===== src/rtl/refill_pkg.sv =====
package refill_pkg;
  typedef enum logic {
    FILL_IDLE = 1'b0,
    FILL_BUSY = 1'b1
  } fill_state_e;

  localparam logic ORDER_ASCEND = 1'b0;
  localparam logic ORDER_WRAP   = 1'b1;
endpackage


===== src/rtl/refill_offset_map.sv =====
// Maps a step count within the refill to a word slot, rotating by a base slot.
module refill_offset_map #(
  parameter int WORDS = 8,
  parameter int OFF_W = $clog2(WORDS)
) (
  input  logic [OFF_W-1:0] base,
  input  logic [OFF_W-1:0] step,
  output logic [OFF_W-1:0] slot
);
  generate
    if ((1 << OFF_W) == WORDS) begin : g_pow2
      // Natural wrap of the adder gives modulo WORDS.
      assign slot = base + step;
    end else begin : g_generic
      localparam logic [OFF_W:0] WORDS_V = (OFF_W+1)'(WORDS);
      logic [OFF_W:0] sum;
      logic [OFF_W:0] folded;
      always_comb begin
        sum    = {1'b0, base} + {1'b0, step};
        folded = (sum >= WORDS_V) ? (sum - WORDS_V) : sum;
      end
      assign slot = folded[OFF_W-1:0];
    end
  endgenerate
endmodule


===== src/rtl/refill_req_seq.sv =====
// Issues WORDS request steps, one per accepted handshake.
module refill_req_seq #(
  parameter int WORDS = 8,
  parameter int OFF_W = $clog2(WORDS)
) (
  input  logic             clk,
  input  logic             rst_n,
  input  logic             launch,
  input  logic             req_ready,
  output logic             req_valid,
  output logic [OFF_W-1:0] req_step
);
  localparam logic [OFF_W:0] LAST = (OFF_W+1)'(WORDS - 1);

  logic             active_q, active_d;
  logic [OFF_W:0]   cnt_q, cnt_d;
  logic             upd;

  always_comb begin
    active_d = active_q;
    cnt_d    = cnt_q;
    upd      = 1'b0;
    if (launch) begin
      upd      = 1'b1;
      active_d = 1'b1;
      cnt_d    = '0;
    end else if (active_q && req_ready) begin
      upd   = 1'b1;
      cnt_d = cnt_q + 1'b1;
      if (cnt_q == LAST) active_d = 1'b0;
    end
  end

  always_ff @(posedge clk or negedge rst_n) begin
    if (!rst_n) begin
      active_q <= 1'b0;
      cnt_q    <= '0;
    end else if (upd) begin
      active_q <= active_d;
      cnt_q    <= cnt_d;
    end
  end

  assign req_valid = active_q;
  assign req_step  = cnt_q[OFF_W-1:0];

  // a stalled request holds its step.
  p_req_hold_r8: assert property (@(posedge clk) disable iff (!rst_n)
    (req_valid && !req_ready && !launch) |=> (req_valid && $stable(req_step)));
endmodule


===== src/rtl/refill_rsp_seq.sv =====
// Counts returned words of the refill and flags the final one.
module refill_rsp_seq #(
  parameter int WORDS = 8,
  parameter int OFF_W = $clog2(WORDS)
) (
  input  logic             clk,
  input  logic             rst_n,
  input  logic             launch,
  input  logic             busy,
  input  logic             rsp_valid,
  output logic             rsp_take,
  output logic             rsp_last,
  output logic [OFF_W-1:0] rsp_step
);
  localparam logic [OFF_W:0] LAST = (OFF_W+1)'(WORDS - 1);

  logic [OFF_W:0] cnt_q, cnt_d;
  logic           upd;

  always_comb begin
    rsp_take = busy && rsp_valid;
    rsp_last = rsp_take && (cnt_q == LAST);
    upd      = launch || rsp_take;
    cnt_d    = launch ? '0 : (cnt_q + 1'b1);
  end

  always_ff @(posedge clk or negedge rst_n) begin
    if (!rst_n)   cnt_q <= '0;
    else if (upd) cnt_q <= cnt_d;
  end

  assign rsp_step = cnt_q[OFF_W-1:0];

  // no response is taken past the last slot of the line.
  p_rsp_range_r6: assert property (@(posedge clk) disable iff (!rst_n)
    rsp_take |-> (cnt_q <= LAST));
endmodule


===== src/rtl/line_refill_ctrl.sv =====
module line_refill_ctrl
  import refill_pkg::*;
#(
  parameter int ADDR_W = 30,
  parameter int DATA_W = 32,
  parameter int WORDS  = 8,
  localparam int OFF_W  = $clog2(WORDS),
  localparam int LINE_W = ADDR_W - OFF_W
) (
  input  logic              clk,
  input  logic              rst_n,
  input  logic              order_mode,
  input  logic              miss_valid,
  input  logic [ADDR_W-1:0] miss_addr,
  output logic              miss_ready,
  output logic              mem_req_valid,
  output logic [ADDR_W-1:0] mem_req_addr,
  input  logic              mem_req_ready,
  input  logic              mem_rsp_valid,
  input  logic [DATA_W-1:0] mem_rsp_data,
  output logic              arr_wr_en,
  output logic [OFF_W-1:0]  arr_wr_idx,
  output logic [DATA_W-1:0] arr_wr_data,
  output logic [ADDR_W-1:0] arr_line_addr,
  output logic              arr_line_valid,
  output logic              cpu_data_valid,
  output logic [DATA_W-1:0] cpu_data
);
  // Reset: asserted asynchronously, released on a clock edge.
  logic rst_meta_q, rst_sync_n;
  always_ff @(posedge clk or negedge rst_n) begin
    if (!rst_n) begin
      rst_meta_q <= 1'b0;
      rst_sync_n <= 1'b0;
    end else begin
      rst_meta_q <= 1'b1;
      rst_sync_n <= rst_meta_q;
    end
  end

  fill_state_e       state_q, state_d;
  logic [LINE_W-1:0] line_q, line_d;
  logic [OFF_W-1:0]  crit_q, crit_d;
  logic [OFF_W-1:0]  start_q, start_d;
  logic              accept, cap_en;

  logic              req_valid_w;
  logic [OFF_W-1:0]  req_step_w, req_slot_w;
  logic              rsp_take_w, rsp_last_w;
  logic [OFF_W-1:0]  rsp_step_w, rsp_slot_w;

  always_comb begin
    miss_ready = (state_q == FILL_IDLE);
    accept     = miss_valid && miss_ready;
    cap_en     = accept;
    line_d     = miss_addr[ADDR_W-1:OFF_W];
    crit_d     = miss_addr[OFF_W-1:0];
    start_d    = (order_mode == ORDER_WRAP) ? miss_addr[OFF_W-1:0] : '0;
    state_d    = state_q;
    unique case (state_q)
      FILL_IDLE: if (accept)     state_d = FILL_BUSY;
      FILL_BUSY: if (rsp_last_w) state_d = FILL_IDLE;
      default:                   state_d = FILL_IDLE;
    endcase
  end

  always_ff @(posedge clk or negedge rst_sync_n) begin
    if (!rst_sync_n) state_q <= FILL_IDLE;
    else             state_q <= state_d;
  end

  always_ff @(posedge clk or negedge rst_sync_n) begin
    if (!rst_sync_n) begin
      line_q  <= '0;
      crit_q  <= '0;
      start_q <= '0;
    end else if (cap_en) begin
      line_q  <= line_d;
      crit_q  <= crit_d;
      start_q <= start_d;
    end
  end

  refill_req_seq #(.WORDS(WORDS), .OFF_W(OFF_W)) req_seq_i (
    .clk       (clk),
    .rst_n     (rst_sync_n),
    .launch    (accept),
    .req_ready (mem_req_ready),
    .req_valid (req_valid_w),
    .req_step  (req_step_w)
  );

  refill_rsp_seq #(.WORDS(WORDS), .OFF_W(OFF_W)) rsp_seq_i (
    .clk       (clk),
    .rst_n     (rst_sync_n),
    .launch    (accept),
    .busy      (state_q == FILL_BUSY),
    .rsp_valid (mem_rsp_valid),
    .rsp_take  (rsp_take_w),
    .rsp_last  (rsp_last_w),
    .rsp_step  (rsp_step_w)
  );

  refill_offset_map #(.WORDS(WORDS), .OFF_W(OFF_W)) req_map_i (
    .base (start_q),
    .step (req_step_w),
    .slot (req_slot_w)
  );

  refill_offset_map #(.WORDS(WORDS), .OFF_W(OFF_W)) rsp_map_i (
    .base (start_q),
    .step (rsp_step_w),
    .slot (rsp_slot_w)
  );

  always_comb begin
    mem_req_valid  = req_valid_w;
    mem_req_addr   = {line_q, req_slot_w};
    arr_wr_en      = rsp_take_w;
    arr_wr_idx     = rsp_slot_w;
    arr_wr_data    = mem_rsp_data;
    arr_line_addr  = {line_q, {OFF_W{1'b0}}};
    arr_line_valid = rsp_last_w;
    cpu_data_valid = rsp_take_w && (rsp_slot_w == crit_q);
    cpu_data       = mem_rsp_data;
  end

  // Checker state: has the missed word been delivered in this refill.
  logic fwd_seen_q;
  always_ff @(posedge clk or negedge rst_sync_n) begin
    if (!rst_sync_n)         fwd_seen_q <= 1'b0;
    else if (accept)         fwd_seen_q <= 1'b0;
    else if (cpu_data_valid) fwd_seen_q <= 1'b1;
  end

  p_idle_quiet_r9: assert property (@(posedge clk) disable iff (!rst_sync_n)
    miss_ready |-> (!arr_wr_en && !cpu_data_valid && !arr_line_valid));

  p_done_idle_r7: assert property (@(posedge clk) disable iff (!rst_sync_n)
    arr_line_valid |=> miss_ready);

  p_first_req_r2: assert property (@(posedge clk) disable iff (!rst_sync_n)
    accept |=> (mem_req_valid && !miss_ready));

  p_fwd_once_r5: assert property (@(posedge clk) disable iff (!rst_sync_n)
    cpu_data_valid |-> !fwd_seen_q);

  p_fwd_before_done_r5: assert property (@(posedge clk) disable iff (!rst_sync_n)
    arr_line_valid |-> (fwd_seen_q || cpu_data_valid));
endmodule


===== config.mk =====
export PLATFORM = sky130hd
export DESIGN_NAME = line_refill_ctrl
export DESIGN_NICKNAME = d
export VERILOG_FILES = /design/src/rtl/refill_pkg.sv /design/src/rtl/refill_offset_map.sv /design/src/rtl/refill_req_seq.sv /design/src/rtl/refill_rsp_seq.sv /design/src/rtl/line_refill_ctrl.sv
export SDC_FILE = /design/constraint.sdc
export NUM_CORES = 1
export LEC_CHECK = 0
export BUFFER_PORTS_ARGS = -buffer_cell sky130_fd_sc_hd__buf_2
export CAP_MARGIN = 40
export CORE_UTILIZATION = 41
export CTS_BUF_LIST = sky130_fd_sc_hd__clkbuf_4 sky130_fd_sc_hd__clkbuf_8
export DETAILED_ROUTE_END_ITERATION = 10
export PLACE_DENSITY_LB_ADDON = 0.3
export SYNTH_ARGS = -nofsm -noshare
export SYNTH_HDL_FRONTEND = slang
export SYNTH_SLANG_ARGS = --single-unit

===== constraint.sdc =====
create_clock -name clk -period 1.75 [get_ports clk]
set_input_delay 0.0875 -clock clk [delete_from_list [all_inputs] [get_ports clk]]
set_output_delay 0.0875 -clock clk [all_outputs]
set_load 0.1 [all_outputs]

==> flow_metrics.env, run 1 <==
export IMPL_outcome="complete, but fails checks"
export IMPL_violations="setup timing"
export IMPL_syn_inst=300
export IMPL_post_route_drc_count=0
export IMPL_drtAntennaViolNets=0
export IMPL_synth_top_cell_by_area="dfrtp_1"
export IMPL_dp_cells=385
export IMPL_fin_ws_ps=-403
export IMPL_worstMarginPinSlew_ps=633
export IMPL_placed_area_um2=2720
export IMPL_clock_path_buffers=2
export IMPL_drive_gt1_share_pct=38.8
export IMPL_synthMuxAreaShare_pct=0.382
export IMPL_yosysMostFrequentCell="nand2_1"
export IMPL_min_period_ps=2150
export IMPL_hold_ws_ps=36.8
export IMPL_start_util_pct=43.5
export IMPL_insertion_delay_ps=300
export IMPL_avgSynthCellArea_um2=8.73
export IMPL_first_pass_iters=4
export IMPL_synth_seq_area_share_pct=43.0
export IMPL_cts_tree="yes"
export IMPL_cts_buffers=5
export IMPL_vias=1903
export IMPL_die_area_um2=6710
export IMPL_num_antenna_cells=0
export IMPL_async_flop_share_pct=100
export IMPL_clkTransAtPathRegs_ps=80
export IMPL_drv_cap=0
export IMPL_yosysWarnings=0
export IMPL_dieWidth_um=81.9
export IMPL_hold_path_class="in2reg"
export IMPL_routed_wl_mm=5.70
export IMPL_antenna_found_initial=0
export IMPL_slew_violations=0
export IMPL_hold_viol=0
export IMPL_synth_seq_cells=45
export IMPL_fin_crit_sh_pct=123
export IMPL_area_growth_pct=23.7
export IMPL_num_rows=28
export IMPL_ios=200
export IMPL_nets=426
export IMPL_dominantRegCellSynth="dfrtp_1"
export IMPL_multi_input_area_um2=820
export IMPL_synth_compound_area_share_pct=1.43
export IMPL_wl_per_cell_um=13.3
export IMPL_netlist_top_cells_count="nand2_1 (101), buf_4 (94), dfrtp_1 (45)"
export IMPL_grt_overflow_total=0
export IMPL_synth_adder_area_share_pct=3.44
export IMPL_critPathRequiredTime_ps=1660
export IMPL_setup_viol=5
export IMPL_utilization_pct=53.8
export IMPL_dieHeight_um=81.9
export IMPL_portBuffers=100
export IMPL_fin_area_um2=3240
export IMPL_place_hpwl_mm=3.91
export IMPL_grt_start_max_net_pins=41
export IMPL_fmax_ghz=0.464
export IMPL_regArea_um2=1130
export IMPL_critPathKind="reg2out"
export IMPL_synth_xor_area_share_pct=3.58
export IMPL_clock_skew_ps=4.67
export IMPL_grt_pass1_vias=1747
export IMPL_synth_edff_count=0
export IMPL_cp_end_kind="output port"
export IMPL_synth_area_top_cells="dfrtp_1 (43%), buf_4 (27%), nand2_1 (14%)"
export IMPL_cp_start_kind="register"
export IMPL_synth_top_family_by_area="buffers and inverters"
export IMPL_gp_congestion=0.749
export IMPL_viasPerCell=4.45
export IMPL_synth_distinct_cells=24
export IMPL_cp_arrival_ps=2070
export IMPL_grtUsageTotal_pct=16.8
export IMPL_first_iter_violations=46
export IMPL_ctsHtreeMaxLevel=2
export IMPL_synth_area_um2=2620
export IMPL_critical_path_max_fanout=2
export IMPL_slew_headroom_pct=57.8
export IMPL_clkSinkCount=45
export IMPL_grt_pass1_wl_mm=8.37
export IMPL_core_area_um2=6030
export IMPL_yosys_area_share_simple_pct=18.6
export IMPL_num_fill_cells=554
export IMPL_rsz0062_at_grt="true"
export IMPL_finalNonFillerCells=428
export IMPL_clock_root_buffer="clkbuf_8"
export IMPL_yosys_area_top_type_share_pct=43.0
==> state kept, by name, summed over array words and instances, names as in the netlist, 3 cells and up <==
name / cells
req_seq_i.cnt_q: 4
crit_q: 3
start_q: 3
rsp_seq_i.cnt_q: 4
line_q: 27
==> kinds of logic (layout without fill, tap and decap cells) <==
kind of cell | after synthesis | count (layout)
flip-flops | 45 | 45
multiplexers | 1 | 1
buffers and inverters | 109 | 160
AO/OA/AOI/OAI | 7 | 7
AND/OR/NAND/NOR | 121 | 121
other | 2 | 4
XOR/XNOR | 9 | 9
adder cells (fa/ha/maj) | 6 | 6
==> final timing paths <==
kind / startpoint / to / slack, ps / cells after the start
max: start_q[0] / cpu_data_valid / -400 / 6
min in group asynchronous: rst_n / rst_sync_n / 100 / 2
min reg2reg: rst_sync_n / state_q / 290 / 0
max reg2reg: state_q / line_q[19] / 400 / 4
min: miss_valid / state_q / 40 / 3
max in group asynchronous: rst_sync_n / req_seq_i.cnt_q[0] / 940 / 1
==> worst max-delay path, stage by stage (launching register included) <==
cell     delay, ps
dfrtp_1        410
ha_2           190
inv_2           50
fa_2           440
xnor2_1        180
nor4_4         280
buf_12         210
==> repair_timing <==
action / 4_1_cts / 5_1_grt
endpoints found under the hold margin: 32 / 0
pin swaps: 0 / 2
hold buffers: 31 / 0
endpoints found under the setup margin: 5 / 6
setup buffers: 4 / 3
gates resized for setup: 7 / 10
==> routing by layer <==
layer	vias up	global-route usage (%)	share of wire [%]
li1	921	-	-
met1	873	17.9	37
met2	96	31.1	53
met3	13	5.11	8.3
met4	0	5.44	1.4
met5	-	0	0
==> cells in the final DEF (no fill, tap or decap), drive strengths merged <==
cell type and n:
clkinvlp 2, nor4 1, or3 1, nand2b 2
nand2 101, nand4 1, nand3 8, dlygate4sd3 31
xnor2 4, o31ai 1, a21oi 2, clkbuf 7
conb 4, nor2 5, mux2i 1, dfrtp 45
fa 2, inv 6, o21ai 4, nor3 1
xnor3 1, xor2 4, buf 113, ha 4
bufinv 1, nor2b 1
==> cell type report <==
type	instances	area share [%]
multi-input cells	148	25.3
inverters	7	0.927
flip-flops and latches	45	34.8
repair buffers	145	32.4
well taps	75	2.90
clock inverters	2	1.16
clock buffers	6	2.55
==> through the flow <==
stage | setup TNS (ps) | setup slack (ps)
floorplan | -1100 | -1040
global placement | -78.5 | -78.5
detailed placement | -90.1 | -90.1
CTS | -963 | -397
global route | -1200 | -467
finish | -936 | -403
Power of run 1 is not shown: default switching activity piles up to over one toggle a cycle in this logic, so the estimate is an artifact.
==> inputs of run 2 (changes only) <==
--- a/config.mk
+++ b/config.mk
@@ -5,11 +5,11 @@
 export SDC_FILE = /design/constraint.sdc
 export NUM_CORES = 1
 export LEC_CHECK = 0
-export BUFFER_PORTS_ARGS = -buffer_cell sky130_fd_sc_hd__buf_2
 export CAP_MARGIN = 40
-export CORE_UTILIZATION = 41
+export CORE_UTILIZATION = 45
 export CTS_BUF_LIST = sky130_fd_sc_hd__clkbuf_4 sky130_fd_sc_hd__clkbuf_8
 export DETAILED_ROUTE_END_ITERATION = 10
+export DONT_BUFFER_PORTS = 1
 export PLACE_DENSITY_LB_ADDON = 0.3
 export SYNTH_ARGS = -nofsm -noshare
 export SYNTH_HDL_FRONTEND = slang
==> flow_metrics.env, run 2 (same netlist as run 1, synthesis figures left out) <==
export IMPL_outcome="complete, but fails checks"
export IMPL_violations="setup timing"
export IMPL_clkTransAtPathRegs_ps=80
export IMPL_top_register="line_q"
export IMPL_pre_cts_ws_ps=-103
export IMPL_wl_met2_mm=2.90
export IMPL_grt_pass1_wl_mm=8.56
export IMPL_ctsHtreeMaxLevel=2
export IMPL_crit_chain="ha_2 > inv_2 > fa_2 > xnor3_2 > xor2_1 > nor4_4 > buf_12"
export IMPL_drv_cap=0
export IMPL_cp_arrival_ps=2040
export IMPL_clock_root_buffer="clkbuf_8"
export IMPL_cp_num_buf_inv=2
export IMPL_fin_ws_ps=-382
export IMPL_critPathKind="reg2out"
export IMPL_fmax_ghz=0.469
export IMPL_wl_per_cell_um=15.1
export IMPL_die_area_um2=6130
export IMPL_cts_tree="yes"
export IMPL_cp_end_kind="output port"
export IMPL_cp_start_kind="register"
export IMPL_place_hpwl_mm=3.78
export IMPL_hold_viol=0
export IMPL_dieHeight_um=78.3
export IMPL_clkSinkCount=45
export IMPL_grt_start_max_net_pins=38
export IMPL_clock_skew_ps=5.50
export IMPL_first_iter_violations=41
export IMPL_critPathSlowestCell="dfrtp_1"
export IMPL_critPathMaxStageDelay_ps=380
export IMPL_num_rows=27
export IMPL_dieWidth_um=78.3
export IMPL_insertion_delay_ps=290
export IMPL_grt_overflow_total=0
export IMPL_grt_pass1_vias=1679
export IMPL_nets=368
export IMPL_hold_ws_ps=14.4
export IMPL_start_util_pct=47.0
export IMPL_setup_tns_ps=-1180
export IMPL_top_regs="line_q x27, req_seq_i.cnt_q x4, rsp_seq_i.cnt_q x4"
export IMPL_portBuffers=0
export IMPL_final_cell_mix="nand2_1 (101), dlygate4sd3_1 (34), dfrtp_2 (28)"
export IMPL_hold_path_class="in2async"
export IMPL_final_common_cell="nand2_1"
export IMPL_drive_gt1_share_pct=33.9
export IMPL_clock_path_buffers=2
export IMPL_ios=200
export IMPL_viasPerCell=4.58
export IMPL_worstMarginPinSlew_ps=602
export IMPL_critPathRequiredTime_ps=1660
export IMPL_core_area_um2=5570
export IMPL_antenna_found_initial=0
export IMPL_largest_reg_flops=27
export IMPL_post_route_drc_count=0
export IMPL_slew_headroom_pct=59.8
export IMPL_slew_violations=0
export IMPL_drt_met1_wl_mm=2.11
export IMPL_setup_viol=5
export IMPL_grtUsageTotal_pct=18.5
export IMPL_min_period_ps=2130
export IMPL_first_pass_iters=4
export IMPL_area_growth_pct=24.1
export IMPL_rsz0062_at_grt="true"
export IMPL_routed_wl_met3_um=447
export IMPL_drtAntennaViolNets=0
export IMPL_maxUsedRoutingLayer="met4"
export IMPL_routed_wl_mm=5.53
export IMPL_vias=1681
export IMPL_gp_congestion=0.742
export IMPL_num_antenna_cells=0
export IMPL_crit_family="adder cells"
export IMPL_critical_path_max_fanout=2
export IMPL_cts_buffers=5
export IMPL_fin_crit_sh_pct=122
-- run 2: changes by cell type in the layout (fill, tap and decap cells not counted), sizes merged --
cell,previous run,this run
clkinvlp,2,1
bufinv,1,0
buf,113,53
clkbuf,7,8
dlygate4sd3,31,34
-- run 2: area by class of cell --
| class | count | area, µm² |
|---|---|---|
| Inverter | 7 | 30.0 |
| Timing Repair Buffer | 87 | 1080 |
| Fill cell | 490 | 2320 |
| Clock buffer | 8 | 91.3 |
| Multi-Input combinational cell | 148 | 795 |
| Tap cell | 72 | 90.1 |
| Sequential cell | 45 | 1160 |
-- run 2: timing repair --
item,4_1_cts,5_1_grt
endpoints found under the setup margin,5,5
endpoints found under the hold margin,37,0
buffers inserted,1,3
gates resized for setup,7,4
hold buffers,34,0
pin swaps,0,2
gates cloned,0,0
-- run 2: worst reg2reg max path, stage by stage, from the launching register on --
cell and delay [ps]:
dfrtp_1 440, nor2b_2 250, buf_12 240, nand3_1 120, o21ai_0 90
-- run 2: final timing paths --
check                               from            endpoint  slack [ps]  depth (start not counted)
setup / recovery              start_q[0]      cpu_data_valid        -380                          7
hold / removal                     rst_n          rst_meta_q          10                          1
setup reg to reg                 state_q          start_q[1]         540                          4
hold reg to reg               rst_sync_n  rsp_seq_i.cnt_q[3]         280                          0
max in group asynchronous     rst_sync_n           line_q[8]         870                          1
min in group clk           mem_req_ready  req_seq_i.cnt_q[1]          30                          3
-- run 2: per-stage QoR --
step	utilization [%]	std cells	instance area, µm²
4_1_cts	57.6	364	3210
3_3_place_gp	49.3	321	2750
6_report	58.3	367	3250
5_1_grt	58.3	367	3250
3_5_place_dp	49.3	321	2750
2_1_floorplan	-	302	2670
-- run 2: layer usage --
layer / vias to the layer above / track usage [%]
met1: 772 / 20.8
met2: 98 / 33.3
li1: 800 / -
met3: 11 / 5.00
met5: - / 0
met4: 0 / 6.67
Power of run 2 is left out for the same reason.
==> inputs of run 3 (changes only) <==
--- a/config.mk
+++ b/config.mk
@@ -13,4 +13,5 @@
 export PLACE_DENSITY_LB_ADDON = 0.3
 export SYNTH_ARGS = -nofsm -noshare
 export SYNTH_HDL_FRONTEND = slang
+export SYNTH_HIERARCHICAL = 1
 export SYNTH_SLANG_ARGS = --single-unit
==> flow_metrics.env, run 3 <==
export IMPL_routed_wl_mm=4.91
export IMPL_setup_viol=5
export IMPL_min_period_ps=2240
export IMPL_grt_start_max_net_pins=25
export IMPL_first_iter_violations=66
export IMPL_drive_gt1_share_pct=57.8
export IMPL_ctsHtreeMaxLevel=2
export IMPL_finalNonFillerCells=300
export IMPL_rsz0062_at_grt="true"
export IMPL_hold_path_class="in2async"
export IMPL_clkTransAtPathRegs_ps=90
export IMPL_dominantRegCellSynth="dfrtp_1"
export IMPL_async_flop_share_pct=100
export IMPL_wl_per_cell_um=16.4
export IMPL_violations="setup timing"
export IMPL_top_register="line_q"
export IMPL_fmax_ghz=0.447
export IMPL_die_area_um2=6490
export IMPL_drv_cap=0
export IMPL_synth_distinct_cells=26
export IMPL_nets=298
export IMPL_worstMarginPinSlew_ps=549
export IMPL_yosysMostFrequentCell="buf_4"
export IMPL_dieHeight_um=80.5
export IMPL_syn_inst=235
export IMPL_grt_pass1_vias=1615
export IMPL_cts_buffers=5
export IMPL_dp_cells=253
export IMPL_largest_reg_flops=27
export IMPL_portBuffers=0
export IMPL_place_hpwl_mm=3.56
export IMPL_r2r_end="rsp_seq_i/cnt_q[2]"
export IMPL_synth_seq_cells=45
export IMPL_core_area_um2=5920
export IMPL_slew_violations=0
export IMPL_yosysWarnings=6
export IMPL_clock_path_buffers=2
export IMPL_clock_skew_ps=10.4
export IMPL_gp_congestion=0.736
export IMPL_grtUsageTotal_pct=15.9
export IMPL_slew_headroom_pct=63.4
export IMPL_critPathLaunch="rsp_seq_i/cnt_q[0]"
export IMPL_first_pass_iters=4
export IMPL_dieWidth_um=80.5
export IMPL_hold_viol=0
export IMPL_insertion_delay_ps=290
export IMPL_avgSynthCellArea_um2=11.8
export IMPL_grt_pass1_wl_mm=7.72
export IMPL_num_fill_cells=522
export IMPL_start_util_pct=46.9
export IMPL_r2r_cells=8
export IMPL_synth_area_um2=2780
export IMPL_critical_path_max_fanout=2
export IMPL_viasPerCell=4.79
export IMPL_area_growth_pct=12.9
export IMPL_rr_startpoint="rsp_seq_i/cnt_q[0]"
export IMPL_cp_arrival_ps=2150
export IMPL_final_cell_mix="buf_4 (39), dlygate4sd3_1 (35), dfrtp_2 (28)"
export IMPL_netlist_top_cells_count="buf_4 (100), dfrtp_1 (45), mux2_4 (25)"
export IMPL_synth_area_top_cells="dfrtp_1 (41%), buf_4 (27%), mux2_4 (14%)"
export IMPL_post_route_drc_count=0
export IMPL_drtAntennaViolNets=0
export IMPL_clock_root_buffer="clkbuf_8"
export IMPL_fin_ws_ps=-486
export IMPL_cp_end_kind="output port"
export IMPL_top_regs="line_q x27, req_seq_i/cnt_q x4, rsp_seq_i/cnt_q x4"
export IMPL_cts_tree="yes"
export IMPL_final_common_cell="buf_4"
export IMPL_ios=200
export IMPL_yosys_area_top_type_share_pct=40.6
export IMPL_cp_start_kind="register"
export IMPL_outcome="complete, but fails checks"
export IMPL_rrSetupSlack_ps=270
export IMPL_num_rows=28
export IMPL_antenna_found_initial=0
export IMPL_vias=1438
export IMPL_critPathKind="reg2out"
export IMPL_synth_seq_area_share_pct=40.6
export IMPL_grt_overflow_total=0
export IMPL_synth_top_cell_by_area="dfrtp_1"
export IMPL_clkSinkCount=45
export IMPL_critPathRequiredTime_ps=1660
export IMPL_synth_edff_count=0
export IMPL_fin_crit_sh_pct=128
export IMPL_num_antenna_cells=0
[run 3: worst max-delay path, cell delays in order (launching register included)]
cell and delay [ps]:
dfrtp_1 420, ha_4 170, fa_2 340, xor3_4 340, xnor2_2 140, and4_4 250, buf_12 170
[run 3: stage by stage]
stage          util [%]  worst slack [ps]  hold WS (ps)  TNS, ps  instance area [µm²]
2_1_floorplan         -              -524          -208     -573                 2830
3_3_place_gp       43.5              -117          -208     -117                 2570
3_5_place_dp       43.5              -174          -208     -174                 2570
4_1_cts            52.4              -501          2.43    -1070                 3100
5_1_grt            52.9              -541          11.9    -1410                 3130
6_report           52.9              -486          22.1    -1110                 3130
[run 3: kinds of logic (layout without fill, tap and decap cells)]
family          after synthesis  after routing  synth area share (%)
buf+inv                     109             97                  29.4
flops                        45             45                  40.6
mux                          33             33                  16.6
simple gates                 23             23                  4.33
xor+xnor                      9              9                  3.92
compound gates                8              8                  1.67
fa+ha+maj                     6              6                  3.25
other cells                   2              4                 0.271
[run 3: what timing repair did]
| action | 4_1_cts | 5_1_grt |
|---|---|---|
| hold buffers | 35 | 0 |
| hold endpoints to repair | 37 | 0 |
| buffers inserted | 2 | 2 |
| pin swaps | 2 | 1 |
| resized for setup | 12 | 4 |
| endpoints found under the setup margin | 6 | 6 |
[run 3: area by class of cell]
| type | instances | area, µm² | area share (%) |
|---|---|---|---|
| Inverter | 5 | 18.8 | 0.599 |
| Sequential cell | 45 | 1160 | 37.1 |
| Timing Repair Buffer | 84 | 835 | 26.6 |
| Clock buffer | 7 | 96.3 | 3.08 |
| Clock inverter | 1 | 5.00 | 0.160 |
| Multi-Input combinational cell | 83 | 923 | 29.5 |
| Tap cell | 75 | 93.8 | 3.00 |
[run 3: per-layer routing]
metal  wire length (µm)  track usage [%]
met1               1800             18.4
met5                  0                0
met3                347             3.07
met4                120             9.29
met2               2650             27.3
[run 3: how the worst max path moves through the flow]
stage                                end  slack (ps)
after floorplan           cpu_data_valid        -520
final                     cpu_data_valid        -490
after global placement    cpu_data_valid        -120
after CTS                 cpu_data_valid        -500
after detailed placement  cpu_data_valid        -170
after global routing      cpu_data_valid        -540
Power of run 3 is left out for the same reason.
